**src/rtl/sysreg_pkg.sv**
```systemverilog
package sysreg_pkg;
  localparam int ADDR_W = 12;
  localparam int DATA_W = 32;
  localparam int IDX_W  = ADDR_W - 2;

  // byte offsets with behaviour attached
  localparam logic [ADDR_W-1:0] OFF_ID     = 12'h000;
  localparam logic [ADDR_W-1:0] OFF_SW     = 12'h004;
  localparam logic [ADDR_W-1:0] OFF_LED    = 12'h008;
  localparam logic [ADDR_W-1:0] OFF_LOCK   = 12'h020;
  localparam logic [ADDR_W-1:0] OFF_CFG0   = 12'h028;
  localparam logic [ADDR_W-1:0] OFF_CFG1   = 12'h02C;
  localparam logic [ADDR_W-1:0] OFF_FSET   = 12'h030;
  localparam logic [ADDR_W-1:0] OFF_FCLR   = 12'h034;
  localparam logic [ADDR_W-1:0] OFF_NVSET  = 12'h038;
  localparam logic [ADDR_W-1:0] OFF_NVCLR  = 12'h03C;
  localparam logic [ADDR_W-1:0] OFF_RSTCTL = 12'h040;
  localparam logic [ADDR_W-1:0] OFF_BUSCTL = 12'h044;
  localparam logic [ADDR_W-1:0] OFF_DISP   = 12'h050;
  localparam logic [ADDR_W-1:0] OFF_CORE0  = 12'h084;
  localparam logic [ADDR_W-1:0] OFF_CORE1  = 12'h088;

  localparam logic [DATA_W-1:0] VAL_BUSCTL = 32'h0000_0001;
  localparam logic [DATA_W-1:0] VAL_DISP   = 32'h0000_1000;
  localparam logic [DATA_W-1:0] VAL_CORE0  = 32'h0200_0000;
  localparam logic [DATA_W-1:0] VAL_CORE1  = 32'hFF00_0000;

  // mapped word-index ranges (inclusive)
  localparam int NUM_RANGES = 3;
  localparam int RANGE_LO [NUM_RANGES] = '{0, 32, 48};
  localparam int RANGE_HI [NUM_RANGES] = '{29, 39, 52};

  typedef struct packed {
    logic led;
    logic lock;
    logic cfg0;
    logic cfg1;
    logic fset;
    logic fclr;
    logic nvset;
    logic nvclr;
    logic rstctl;
  } wr_sel_t;
endpackage

```
**src/rtl/sysreg_decode.sv**
```systemverilog
module sysreg_decode
  import sysreg_pkg::*;
(
  input  logic [ADDR_W-1:0] addr,
  input  logic              wr,
  output logic              hit,
  output wr_sel_t           wsel
);
  localparam int RW = IDX_W;

  logic [RW-1:0]         idx;
  logic [NUM_RANGES-1:0] in_range;

  assign idx = addr[ADDR_W-1:2];

  for (genvar g = 0; g < NUM_RANGES; g++) begin : g_range
    assign in_range[g] = (int'(idx) >= RANGE_LO[g]) && (int'(idx) <= RANGE_HI[g]);
  end

  assign hit = (addr[1:0] == 2'b00) && (|in_range);

  always_comb begin
    wsel        = '0;
    wsel.led    = wr && hit && (addr == OFF_LED);
    wsel.lock   = wr && hit && (addr == OFF_LOCK);
    wsel.cfg0   = wr && hit && (addr == OFF_CFG0);
    wsel.cfg1   = wr && hit && (addr == OFF_CFG1);
    wsel.fset   = wr && hit && (addr == OFF_FSET);
    wsel.fclr   = wr && hit && (addr == OFF_FCLR);
    wsel.nvset  = wr && hit && (addr == OFF_NVSET);
    wsel.nvclr  = wr && hit && (addr == OFF_NVCLR);
    wsel.rstctl = wr && hit && (addr == OFF_RSTCTL);
  end

  // no write select may fire without a decode hit
  always_comb begin
    if (!hit) a_r10_no_sel_on_miss: assert (wsel == '0);
  end
endmodule

```
**src/rtl/sysreg_lock.sv**
```systemverilog
module sysreg_lock #(
  parameter int          W   = 16,
  parameter logic [W-1:0] KEY = 16'hA05F,
  parameter int          DW  = 32
) (
  input  logic          clk,
  input  logic          rst_n,
  input  logic          wen,
  input  logic [DW-1:0] data,
  output logic [W-1:0]  q,
  output logic          open
);
  localparam logic [DW-1:0] KEY_WIDE = DW'(KEY);

  always_ff @(posedge clk or negedge rst_n) begin
    if (!rst_n)
      q <= '0;
    else if (wen) begin
      if (data == KEY_WIDE)
        q <= KEY;
      else
        q <= {1'b0, data[W-2:0]};
    end
  end

  assign open = (q == KEY);

  // the top bit can only be set by storing the exact key
  a_r4_top_bit_only_key: assert property (@(posedge clk) disable iff (!rst_n)
    q[W-1] |-> (q == KEY));

  // a non-key write always leaves the lock closed
  a_r4_nonkey_closes: assert property (@(posedge clk) disable iff (!rst_n)
    (wen && data != KEY_WIDE) |=> !open);
endmodule

```
**src/rtl/sysreg_setclr.sv**
```systemverilog
module sysreg_setclr #(
  parameter int          W       = 32,
  parameter logic [W-1:0] RST_VAL = '0
) (
  input  logic         clk,
  input  logic         arst_n,
  input  logic         set_en,
  input  logic         clr_en,
  input  logic [W-1:0] data,
  output logic [W-1:0] q
);
  always_ff @(posedge clk or negedge arst_n) begin
    if (!arst_n)
      q <= RST_VAL;
    else if (set_en)
      q <= q | data;
    else if (clr_en)
      q <= q & ~data;
  end

  // a set leaves every data bit high
  a_r6_set_bits_high: assert property (@(posedge clk) disable iff (!arst_n)
    set_en |=> ((q & $past(data)) == $past(data)));

  // a clear leaves every data bit low
  a_r6_clr_bits_low: assert property (@(posedge clk) disable iff (!arst_n)
    (clr_en && !set_en) |=> ((q & $past(data)) == '0));

  // with no strobe the word holds
  a_r7_idle_holds: assert property (@(posedge clk) disable iff (!arst_n)
    (!set_en && !clr_en) |=> $stable(q));
endmodule

```
**src/rtl/sysreg_bank.sv**
```systemverilog
module sysreg_bank
  import sysreg_pkg::*;
#(
  parameter logic [31:0] ID_VALUE = 32'h4178_0500,
  parameter logic [15:0] LOCK_KEY = 16'hA05F,
  parameter logic [31:0] FLAGS_RST = 32'h0000_0003,
  parameter int          TRIG_BIT = 8
) (
  input  logic        clk,
  input  logic        rst_n,
  input  logic        por_n,
  input  logic [11:0] addr,
  input  logic        rd,
  input  logic        wr,
  input  logic [31:0] wdata,
  output logic [31:0] rdata,
  output logic [31:0] led_out,
  output logic        sys_reset_req,
  output logic        bad_access
);
  localparam int LOCK_W = $bits(LOCK_KEY);

  logic              hit;
  wr_sel_t           wsel;
  logic [LOCK_W-1:0] lock_q;
  logic              lock_open;
  logic [31:0]       led_q, cfg0_q, cfg1_q, flags_q, nv_q, rstctl_q;
  logic [31:0]       rd_val;
  logic              rst_accept;

  sysreg_decode u_dec (
    .addr (addr),
    .wr   (wr),
    .hit  (hit),
    .wsel (wsel)
  );

  sysreg_lock #(.W(LOCK_W), .KEY(LOCK_KEY), .DW(DATA_W)) u_lock (
    .clk   (clk),
    .rst_n (rst_n),
    .wen   (wsel.lock),
    .data  (wdata),
    .q     (lock_q),
    .open  (lock_open)
  );

  sysreg_setclr #(.W(DATA_W), .RST_VAL(FLAGS_RST)) u_flags (
    .clk    (clk),
    .arst_n (rst_n),
    .set_en (wsel.fset),
    .clr_en (wsel.fclr),
    .data   (wdata),
    .q      (flags_q)
  );

  sysreg_setclr #(.W(DATA_W), .RST_VAL('0)) u_nvflags (
    .clk    (clk),
    .arst_n (por_n),
    .set_en (wsel.nvset),
    .clr_en (wsel.nvclr),
    .data   (wdata),
    .q      (nv_q)
  );

  always_ff @(posedge clk or negedge rst_n) begin
    if (!rst_n) begin
      led_q  <= '0;
      cfg0_q <= '0;
      cfg1_q <= '0;
    end else begin
      if (wsel.led)  led_q  <= wdata;
      if (wsel.cfg0) cfg0_q <= wdata;
      if (wsel.cfg1) cfg1_q <= wdata;
    end
  end

  assign rst_accept = wsel.rstctl && lock_open;

  always_ff @(posedge clk or negedge rst_n) begin
    if (!rst_n) begin
      rstctl_q      <= '0;
      sys_reset_req <= 1'b0;
    end else begin
      if (rst_accept) rstctl_q <= wdata;
      sys_reset_req <= rst_accept && wdata[TRIG_BIT];
    end
  end

  always_comb begin
    unique case (addr)
      OFF_ID:     rd_val = ID_VALUE;
      OFF_SW:     rd_val = '0;
      OFF_LED:    rd_val = led_q;
      OFF_LOCK:   rd_val = 32'(lock_q);
      OFF_CFG0:   rd_val = cfg0_q;
      OFF_CFG1:   rd_val = cfg1_q;
      OFF_FSET:   rd_val = flags_q;
      OFF_NVSET:  rd_val = nv_q;
      OFF_RSTCTL: rd_val = rstctl_q;
      OFF_BUSCTL: rd_val = VAL_BUSCTL;
      OFF_DISP:   rd_val = VAL_DISP;
      OFF_CORE0:  rd_val = VAL_CORE0;
      OFF_CORE1:  rd_val = VAL_CORE1;
      default:    rd_val = '0;
    endcase
  end

  always_ff @(posedge clk or negedge rst_n) begin
    if (!rst_n) begin
      rdata      <= '0;
      bad_access <= 1'b0;
    end else begin
      if (rd) rdata <= hit ? rd_val : '0;
      bad_access <= (rd || wr) && !hit;
    end
  end

  assign led_out = led_q;

  // a closed lock leaves reset control untouched
  a_r8_locked_holds: assert property (@(posedge clk) disable iff (!rst_n)
    (wsel.rstctl && !lock_open) |=> $stable(rstctl_q));

  // a request always coincides with a stored trigger bit
  a_r8_req_has_trigger: assert property (@(posedge clk) disable iff (!rst_n)
    sys_reset_req |-> rstctl_q[TRIG_BIT]);

  // an unmapped write leaves the plain words unchanged
  a_r10_miss_no_effect: assert property (@(posedge clk) disable iff (!rst_n)
    (wr && !hit) |=> ($stable(led_q) && $stable(cfg0_q) && $stable(cfg1_q)));

  // an unmapped read returns zero
  a_r10_miss_reads_zero: assert property (@(posedge clk) disable iff (!rst_n)
    (rd && !hit) |=> (rdata == '0 && bad_access));

  // read data holds when no read is issued
  a_r2_rdata_holds: assert property (@(posedge clk) disable iff (!rst_n)
    !rd |=> $stable(rdata));
endmodule

```
**config.mk**
```make
export PLATFORM = sky130hd
export DESIGN_NAME = sysreg_bank
export DESIGN_NICKNAME = d
export VERILOG_FILES = /design/src/rtl/sysreg_pkg.sv /design/src/rtl/sysreg_decode.sv /design/src/rtl/sysreg_lock.sv /design/src/rtl/sysreg_setclr.sv /design/src/rtl/sysreg_bank.sv
export SDC_FILE = /design/constraint.sdc
export NUM_CORES = 1
export LEC_CHECK = 0
export ABC_AREA = 1
export CORE_ASPECT_RATIO = 1.1
export CORE_MARGIN = 2
export CORE_UTILIZATION = 45
export DETAILED_ROUTE_END_ITERATION = 12
export DONT_BUFFER_PORTS = 1
export GPL_TIMING_DRIVEN = 0
export SLEW_MARGIN = 20
export SYNTH_ARGS = -nofsm -noshare
export SYNTH_HDL_FRONTEND = slang
export SYNTH_SLANG_ARGS = --single-unit
```
**constraint.sdc**
```tcl
create_clock -name clk -period 1.5 [get_ports clk]
set_input_delay 0.3 -clock clk [delete_from_list [all_inputs] [get_ports clk]]
set_output_delay 0.3 -clock clk [all_outputs]
set_load 0.02 [all_outputs]
```
After elaboration in Yosys (flattened, before gate mapping). Index checks and enable logic that the tools add are counted.

Flip-flop bits (word level): 242. Input port bits: 49.

Order comparisons: 5. Eq/ne operators: 15. Muxes and demuxes: 7. Bitwise logic cells: 5. Reductions and logical operators: 23.

Operators with widths (number): 32-bit case mux with 12 select lines (1); 32-bit 2-to-1 mux (5); 12-bit by 6-bit equality test with 1-bit output (second input constant) (7); 32-bit AND (2); 32-bit OR (2); 12-bit by 7-bit equality test with 1-bit output (second input constant) (3); 32-bit by 16-bit equality test with 1-bit output (second input constant) (1); 32-bit NOT (1); 12-bit by 8-bit equality test with 1-bit output (second input constant) (2); 10-bit by 6-bit >= comparator with 1-bit output (second input constant) (2); 10-bit by 6-bit less-or-equal comparator with 1-bit output (second input constant) (2); 16-bit equality test (second input constant) (1); 1-bit logical AND (16); 16-bit 2-to-1 mux (1); 12-bit by 4-bit equality test with 1-bit output (second input constant) (1); 12-bit zero test (1); 10-bit by 5-bit less-or-equal comparator with 1-bit output (second input constant) (1); 2-bit nonzero test (2); 3-bit OR reduction (1); 2-bit zero test (1); 1-bit zero test (1); 1-bit logical OR (1).

Depth between registers and ports, before layout. Gate-level depths: netlist of run 1.

Depth in word-level cells: 8. Mapped depth: 13.

Hierarchy. Synthesis of run 1 repeated with hierarchy kept, for this count alone.

Cell total of the unflattened synthesis: 1636. Area, all modules: 12105.4 sq um.

Modules (own cells, without submodules): sysreg_bank (instances 1, cells an instance 1130, area each 8353.0 sq um, seq. area each 4053.9 sq um); sysreg_setclr at u_flags (instances 1, cells an instance 166, area each 1340.0 sq um, seq. area each 803.3 sq um); sysreg_setclr at u_nvflags (instances 1, cells an instance 166, area each 1337.5 sq um, seq. area each 800.8 sq um); sysreg_lock (instances 1, cells an instance 124, area each 834.6 sq um, seq. area each 400.4 sq um); sysreg_decode (instances 1, cells an instance 50, area each 240.2 sq um, seq. area each 0.0 sq um).

Least setup slack after synthesis of run 1. OpenSTA, ideal clock, no wires.

Path kind: input-to-reg. Start: input addr[10]. End: register cfg0_q[10]. Setup time: 0.121 ns. Data arrival time: 1.582 ns. Path slack: -0.203 ns. Cell stages on the path: 12. Cells stage by stage: nor2_1 -> nand2_1 -> buf_2 -> nor2_1 -> nand2_1 -> nand3_2 -> nand3_1 -> buf_6 -> buf_6 -> buf_2 -> o21ai_1 -> nand2_1.

Cells in the longest elaborated chain, start to end: 6.

RTL lines: start, declared (RTL line sysreg_bank.sv:12) `input logic [11:0] addr,`; 10-bit by 6-bit >= comparator with 1-bit output or 10-bit by 6-bit less-or-equal comparator with 1-bit output (tied branches) (RTL line sysreg_decode.sv:17) `assign in_range[g] = (int'(idx) >= RANGE_LO[g]) && (int'(idx) <= RANGE_HI[g]);`; 1-bit logical AND (RTL line sysreg_decode.sv:17); 3-bit OR reduction (RTL line sysreg_decode.sv:20) `assign hit = (addr[1:0] == 2'b00) && (|in_range);`; 1-bit logical AND (RTL line sysreg_decode.sv:20); 1-bit logical AND (RTL line sysreg_decode.sv:26) `wsel.cfg0 = wr && hit && (addr == OFF_CFG0);`; 1-bit logical AND * (RTL line sysreg_decode.sv:26); end signal, assigned (RTL line sysreg_bank.sv:72) `if (wsel.cfg0) cfg0_q <= wdata;`; end, declared (RTL line sysreg_bank.sv:27) `logic [31:0] led_q, cfg0_q, cfg1_q, flags_q, nv_q, rstctl_q;`.

Every way passes the cells marked *; elsewhere a longest branch is shown, timed or not. A chain may end at the register's enable or synchronous reset.

Final worst setup path of run 1.
Start: register u_lock.q[3]. End: register rstctl_q[26].

Cells in the longest elaborated chain, start to end: 2.

RTL lines: start, declared (RTL line sysreg_lock.sv:10) `output logic [W-1:0] q,`; start signal, assigned (RTL line sysreg_lock.sv:22) `q <= {1'b0, data[W-2:0]};`; 16-bit equality test (RTL line sysreg_lock.sv:26) `assign open = (q == KEY);`; 1-bit logical AND (RTL line sysreg_bank.sv:77) `assign rst_accept = wsel.rstctl && lock_open;`; end signal, assigned (RTL line sysreg_bank.sv:84) `if (rst_accept) rstctl_q <= wdata;`; end, declared (RTL line sysreg_bank.sv:27).

Every way passes these cells.

==> flow_metrics.env, run 1 <==
export IMPL_status="complete, but fails checks"
export IMPL_violations="hold timing, setup timing"
export IMPL_synth_most_common_cell="nand2_1"
export IMPL_power_frac_comb_pct=2.8
export IMPL_path_clk_slew_ns=0.06
export IMPL_relSlewSlack_pct=55.5
export IMPL_clock_sinks=242
export IMPL_nets=1761
export IMPL_overflow=0
export IMPL_synth_edf_count=0
export IMPL_seqCellArea_um2=6060
export IMPL_clk_root_buffer_cell="clkbuf_16"
export IMPL_ys_warnings_count=0
export IMPL_crit_chain="nand4_1 -> nor2_2 -> nand2_2 -> nor2_4 -> nor2b_4 -> buf_8 -> buf_6 -> buf_8 -> nand2_1 -> nand2_1"
export IMPL_timing_final_crit_share_pct=112
export IMPL_num_vias=10900
export IMPL_crit_required_ns=2.00
export IMPL_dieWidth_um=161
export IMPL_synth_area_um2=12200
export IMPL_cp_slowest_stage_delay_ns=0.36
export IMPL_drv_cap=0
export IMPL_avgSynthCellArea_um2=7.34
export IMPL_dieArea_um2=28400
export IMPL_dpl_hpwl_mm=27.1
export IMPL_n_fill_cell=2644
export IMPL_multi_input_area_um2=5060
export IMPL_arrival_ns=2.18
export IMPL_p_int_mw=10.9
export IMPL_drc=0
export IMPL_synth_top_cells_by_count="nand2_1 (673), dfrtp_1 (240), inv_1 (194), nor2_1 (109), o21ai_1 (84)"
export IMPL_rsz0062_at_grt="yes"
export IMPL_tritoncts="yes"
export IMPL_die_h_um=177
export IMPL_async_reset_ff_share_pct=100
export IMPL_cp_end_kind="register"
export IMPL_tightest_slew_ns=0.667
export IMPL_synthFlopType="dfrtp_1"
export IMPL_drt_initial_drc_count=840
export IMPL_via_per_inst=5.20
export IMPL_syn_num_nets=1707
export IMPL_final_max_slew_viol_count=0
export IMPL_hp_class="input port to asynchronous set/reset pin"
export IMPL_final_hold_viol_count=212
export IMPL_synthTopCellsByArea="dfrtp_1 (49%), nand2_1 (21%), inv_1 (6.0%), o21bai_1 (3.9%), o21ai_1 (3.5%)"
export IMPL_power_frac_seq_pct=46.2
export IMPL_path_class="register to register"
export IMPL_post_synth_top_area_cell="dfrtp_1"
export IMPL_track_usage_pct=28.8
export IMPL_p_per_area_nw_per_um2=991
export IMPL_grt_pass1_vias=10700
export IMPL_synthCells=1658
export IMPL_finalSetupViolations=47
export IMPL_core_rowCount=63
export IMPL_firstDrtPassIters=5
export IMPL_critPathMaxFanout=5
export IMPL_drive_gt1_share_pct=11.8
export IMPL_tns_ns=-5.26
export IMPL_htreeDepth=1
export IMPL_start_util_pct=45.4
export IMPL_ys_seq_area_share_pct=49.8
export IMPL_p_leak_nw=7.75
export IMPL_wl_per_cell_um=19.6
export IMPL_grt_max_degree=211
export IMPL_ant_nets=0
export IMPL_num_antenna_cells=0
export IMPL_num_io_pins=115
export IMPL_p_clk_share_pct=51.0
export IMPL_min_period_ns=1.68
export IMPL_yosysUniqueCellTypes=27
export IMPL_swShare_pct=22.8
export IMPL_worst_path_buf_inv=3
export IMPL_synth_top_area_share_pct=49.3
export IMPL_critical_path_top_delay_family="simple AND/OR/NAND/NOR gates"
export IMPL_clock_latency_ns=0.56
export IMPL_finalClockSkew_ns=0.0157
export IMPL_routed_wl_mm=40.9
export IMPL_max_freq_ghz=0.594
export IMPL_crit_path_start_kind="register"
export IMPL_cts_buffers=28
export IMPL_cts_buffer_depth=3
export IMPL_ir_drop_mv=0.844
export IMPL_synth_seq_cells=242
export IMPL_critPathSlowestCell="dfrtp_1"
export IMPL_area_delta_synth_final_pct=17.4
export IMPL_grt_pass1_wl_mm=62.6
export IMPL_core_area_um2=26800
export IMPL_portBuffers=0
export IMPL_gp_congestion=0.887
export IMPL_holdWs_ns=-0.552
export IMPL_antenna_found_initial=0
export IMPL_layout_setup_ws_ns=-0.184
export IMPL_switchingPower_mw=3.22
[power groups by stage]
stage	registers [mW]	clock network, mW	logic (mW)
floorplan	6.66	0	0.195
global placement	6.66	0	0.297
detailed placement	6.66	0	0.297
CTS	6.54	7.28	0.368
global route	6.53	7.54	0.433
finish	6.54	7.22	0.397
[cell families (layout without fill, tap and decap cells)]
logic type,count (synthesis),after routing,synth area share [%]
simple gates,899,899,29.5
buf+inv,298,374,10.3
flops,242,242,49.8
compound gates,219,219,10.4
[worst paths after layout]
check / start / cells past startpoint / to / slack [ns]
min: rst_n / 0 / rdata[18] / -0.55
min in group clk: wdata[30] / 3 / register / -0.01
max reg2reg: u_lock.q[3] / 10 / rstctl_q[26] / -0.18
max: u_lock.q[3] / 10 / rstctl_q[26] / -0.18
max in group asynchronous: por_n / 2 / asynchronous set/reset pin / 1.03
min reg2reg: rstctl_q[5] / 2 / rstctl_q[5] / 0.48
[per-layer routing]
layer  track usage, %  up-vias  wire (um)  part of all wire, %
met5                0        -          0                    0
li1                 -     5207          -                    -
met3             4.42       72       2780                  6.8
met4             8.89        0       1190                  2.9
met2             48.4      373      19600                   48
met1             38.8     5215      17400                   42
[layout make-up]
type                       count  area share (%)
buffer                        99            4.75
multi-input combinational   1118            35.4
clock inverter                11           0.858
clock buffer                  41            6.02
tap                          357            3.12
sequential                   242            42.4
timing repair buffer          24            2.21
inverter                     199            5.23
[stage by stage]
stage                     std cells  total power [mW]  worst slack, ns  area [um2]  utilization (%)
after detailed placement       2015              6.95           -0.734       12700             47.5
final                          2091              14.2           -0.184       14300             53.3
after floorplan                1658              6.85           -0.101       12300                -
after global routing           2091              14.5           -0.241       14300             53.3
after global placement         2015              6.95           -0.787       12700             47.5
after CTS                      2082              14.2           -0.137       14000             52.3
[repair_timing]
item                                    in CTS  in global routing
hold buffers                                 8                  3
cloned                                       2                  2
gates resized for setup                     43                 71
endpoints found under the hold margin      291                228
endpoints found under the setup margin      79                215
setup buffers                                6                  5
pin swaps                                   15                 16
[layout by cell type (no fill, tap or decap), drive strengths merged]
cell type	instances
a21oi	1
buf	72
bufinv	2
clkbuf	82
clkinv	5
clkinvlp	4
dfrtp	240
dfstp	2
dlygate4sd3	7
dlymetal6s4s	3
inv	199
nand2	674
nand3	85
nand4	12
nor2	119
nor2b	1
nor3	4
nor4	4
o21a	1
o21ai	149
o21bai	64
o22ai	4
(Power assumes the default switching activity.)
==> inputs of run 2 (changes only) <==
Clock period 1.5 ns to 1.55 ns, I/O delays scaled along.
==> run 2 against run 1 <==
Net effect:
- the flow still finishes with violations (hold timing, setup timing)
- hold slack gained 0.015 ns
- clock-buffer cell count grew 5
- sequential share of layout area grew 0.46 points
- worst setup slack gained 0.15 ns
- sequential cell count is the same
- clock power shrank 7.6%
- non-clock buffer count shrank 7
- critical path type unchanged
- highest routed layer unchanged
==> flow_metrics.env, run 2 (synthesis results as in run 1) <==
export IMPL_violations="hold timing, setup timing"
export IMPL_dieWidth_um=161
export IMPL_cts_buffer_depth=3
export IMPL_overflow=0
export IMPL_multi_input_area_um2=5080
export IMPL_arrival_ns=2.06
export IMPL_critPathSlowestCell="dfrtp_1"
export IMPL_num_vias=10700
export IMPL_wl_per_cell_um=19.0
export IMPL_drc=0
export IMPL_crit_top_cell="nand2_2"
export IMPL_drive_gt1_share_pct=11.2
export IMPL_tightest_slew_ns=0.638
export IMPL_timing_final_crit_share_pct=102
export IMPL_p_clk_share_pct=49.9
export IMPL_rsz0062_at_grt="yes"
export IMPL_via_per_inst=5.15
export IMPL_routed_wl_mm=39.7
export IMPL_status="complete, but fails checks"
export IMPL_grt_max_degree=211
export IMPL_final_common_cell="nand2_1"
export IMPL_dieArea_um2=28400
export IMPL_antenna_found_initial=1
export IMPL_min_period_ns=1.58
export IMPL_grt_pass1_vias=10600
export IMPL_track_usage_pct=28.4
export IMPL_crit_chain="nand4_1 -> nor2_2 -> nand2_2 -> nor2_4 -> nor2b_4 -> buf_12 -> clkbuf_16 -> nand2_2 -> nand2_1"
export IMPL_core_area_um2=26800
export IMPL_r2r_cells=9
export IMPL_clk_root_buffer_cell="clkbuf_16"
export IMPL_final_util_pct=52.8
export IMPL_place_inst=2015
export IMPL_ir_drop_mv=0.783
export IMPL_start_util_pct=45.4
export IMPL_clock_latency_ns=0.55
export IMPL_drt_initial_drc_count=938
export IMPL_layout_setup_ws_ns=-0.0317
export IMPL_ant_nets=0
export IMPL_final_max_slew_viol_count=0
export IMPL_tns_ns=-0.168
export IMPL_clock_sinks=242
export IMPL_finalClockSkew_ns=0.0127
export IMPL_p_leak_nw=7.65
export IMPL_cp_slowest_stage_delay_ns=0.37
export IMPL_core_rowCount=63
export IMPL_swShare_pct=22.4
export IMPL_path_clk_slew_ns=0.06
export IMPL_seqCellArea_um2=6060
export IMPL_portBuffers=0
export IMPL_path_class="register to register"
export IMPL_place_ws_ns=-0.780
export IMPL_dpl_hpwl_mm=26.7
export IMPL_cp_end_kind="register"
export IMPL_drv_cap=0
export IMPL_critPathMaxFanout=7
export IMPL_power_frac_comb_pct=2.8
export IMPL_power_frac_seq_pct=47.3
export IMPL_switchingPower_mw=3.00
export IMPL_grt_pass1_wl_mm=61.9
export IMPL_htreeDepth=1
export IMPL_firstDrtPassIters=6
export IMPL_num_io_pins=115
export IMPL_relSlewSlack_pct=57.4
export IMPL_finalSetupViolations=10
export IMPL_die_h_um=177
export IMPL_p_int_mw=10.4
export IMPL_hold_buffers=11
export IMPL_max_freq_ghz=0.632
export IMPL_p_per_area_nw_per_um2=946
export IMPL_nets=1754
export IMPL_cts_buffers=28
export IMPL_holdWs_ns=-0.537
export IMPL_gp_congestion=0.878
export IMPL_hp_class="input port to asynchronous set/reset pin"
export IMPL_area_delta_synth_final_pct=16.1
export IMPL_final_cell_mix="nand2_1 (643), dfrtp_1 (240), inv_1 (188)"
export IMPL_tritoncts="yes"
export IMPL_n_fill_cell=2641
export IMPL_final_hold_viol_count=210
export IMPL_crit_required_ns=2.03
export IMPL_crit_path_start_kind="register"
export IMPL_instances_no_fill=2085
-- run 2: cell count changes in the layout (fill, tap and decap cells not counted), sizes merged --
cell          before  now
buf               72   71
clkbuf            82   81
clkinv             5    3
clkinvlp           4    0
diode              0    1
dlygate4sd3        7   10
dlymetal6s4s       3    0
inv              199  200
-- run 2: layout make-up --
class | instances | area share (%)
antenna | 1 | 0.0177
multi-input combinational | 1118 | 35.9
timing repair buffer | 17 | 1.43
tap | 357 | 3.16
buffer | 99 | 4.84
clock buffer | 46 | 5.87
clock inverter | 6 | 0.619
inverter | 199 | 5.28
sequential | 242 | 42.8
-- run 2: worst paths after layout --
path                        startpoint                          to  slack (ns)
min in group clk             wdata[26]                    register        0.01
max reg2reg                u_lock.q[0]                 rstctl_q[5]       -0.03
min                              rst_n                   rdata[17]       -0.54
max                        u_lock.q[0]                 rstctl_q[5]       -0.03
min reg2reg                rstctl_q[4]                 rstctl_q[4]        0.48
max in group asynchronous        por_n  asynchronous set/reset pin        1.10
-- run 2: power by group through the flow --
| stage | Combinational (mW) | Sequential [mW] | Clock (mW) |
|---|---|---|---|
| 2_1_floorplan | 0.188 | 6.44 | 0 |
| 3_3_place_gp | 0.286 | 6.44 | 0 |
| 3_5_place_dp | 0.286 | 6.44 | 0 |
| 4_1_cts | 0.366 | 6.33 | 6.75 |
| 5_1_grt | 0.414 | 6.32 | 7.03 |
| 6_report | 0.378 | 6.33 | 6.67 |
-- run 2: critical path: cells and delay by family, from the launching register on --
| kind | cells | cell delay [ns] |
|---|---|---|
| and+or+nand+nor | 7 | 0.80 |
| buffers and inverters | 2 | 0.33 |
| DFF | 1 | 0.37 |
-- run 2: timing repair --
action                                  in CTS  in global routing
gates resized for setup                     30                 83
hold endpoints to repair                   291                210
buffers inserted                             1                  3
pin swaps                                    9                 26
cloned                                       1                  1
endpoints found under the setup margin      71                173
-- run 2: routing by layer --
layer  GRT usage (%)  wire length [um]  vias to the layer above
met5               0                 0                        -
met4            10.2              1480                        0
met3            3.88              2410                       88
met2            46.9             18900                      339
met1            38.6             16900                     5135
li1                -                 -                     5185
-- run 2: per-stage QoR --
step | total power, mW | instance area (um2)
floorplan | 6.63 | 12300
global placement | 6.73 | 12800
detailed placement | 6.73 | 12800
CTS | 13.4 | 13900
global route | 13.8 | 14100
finish | 13.4 | 14100
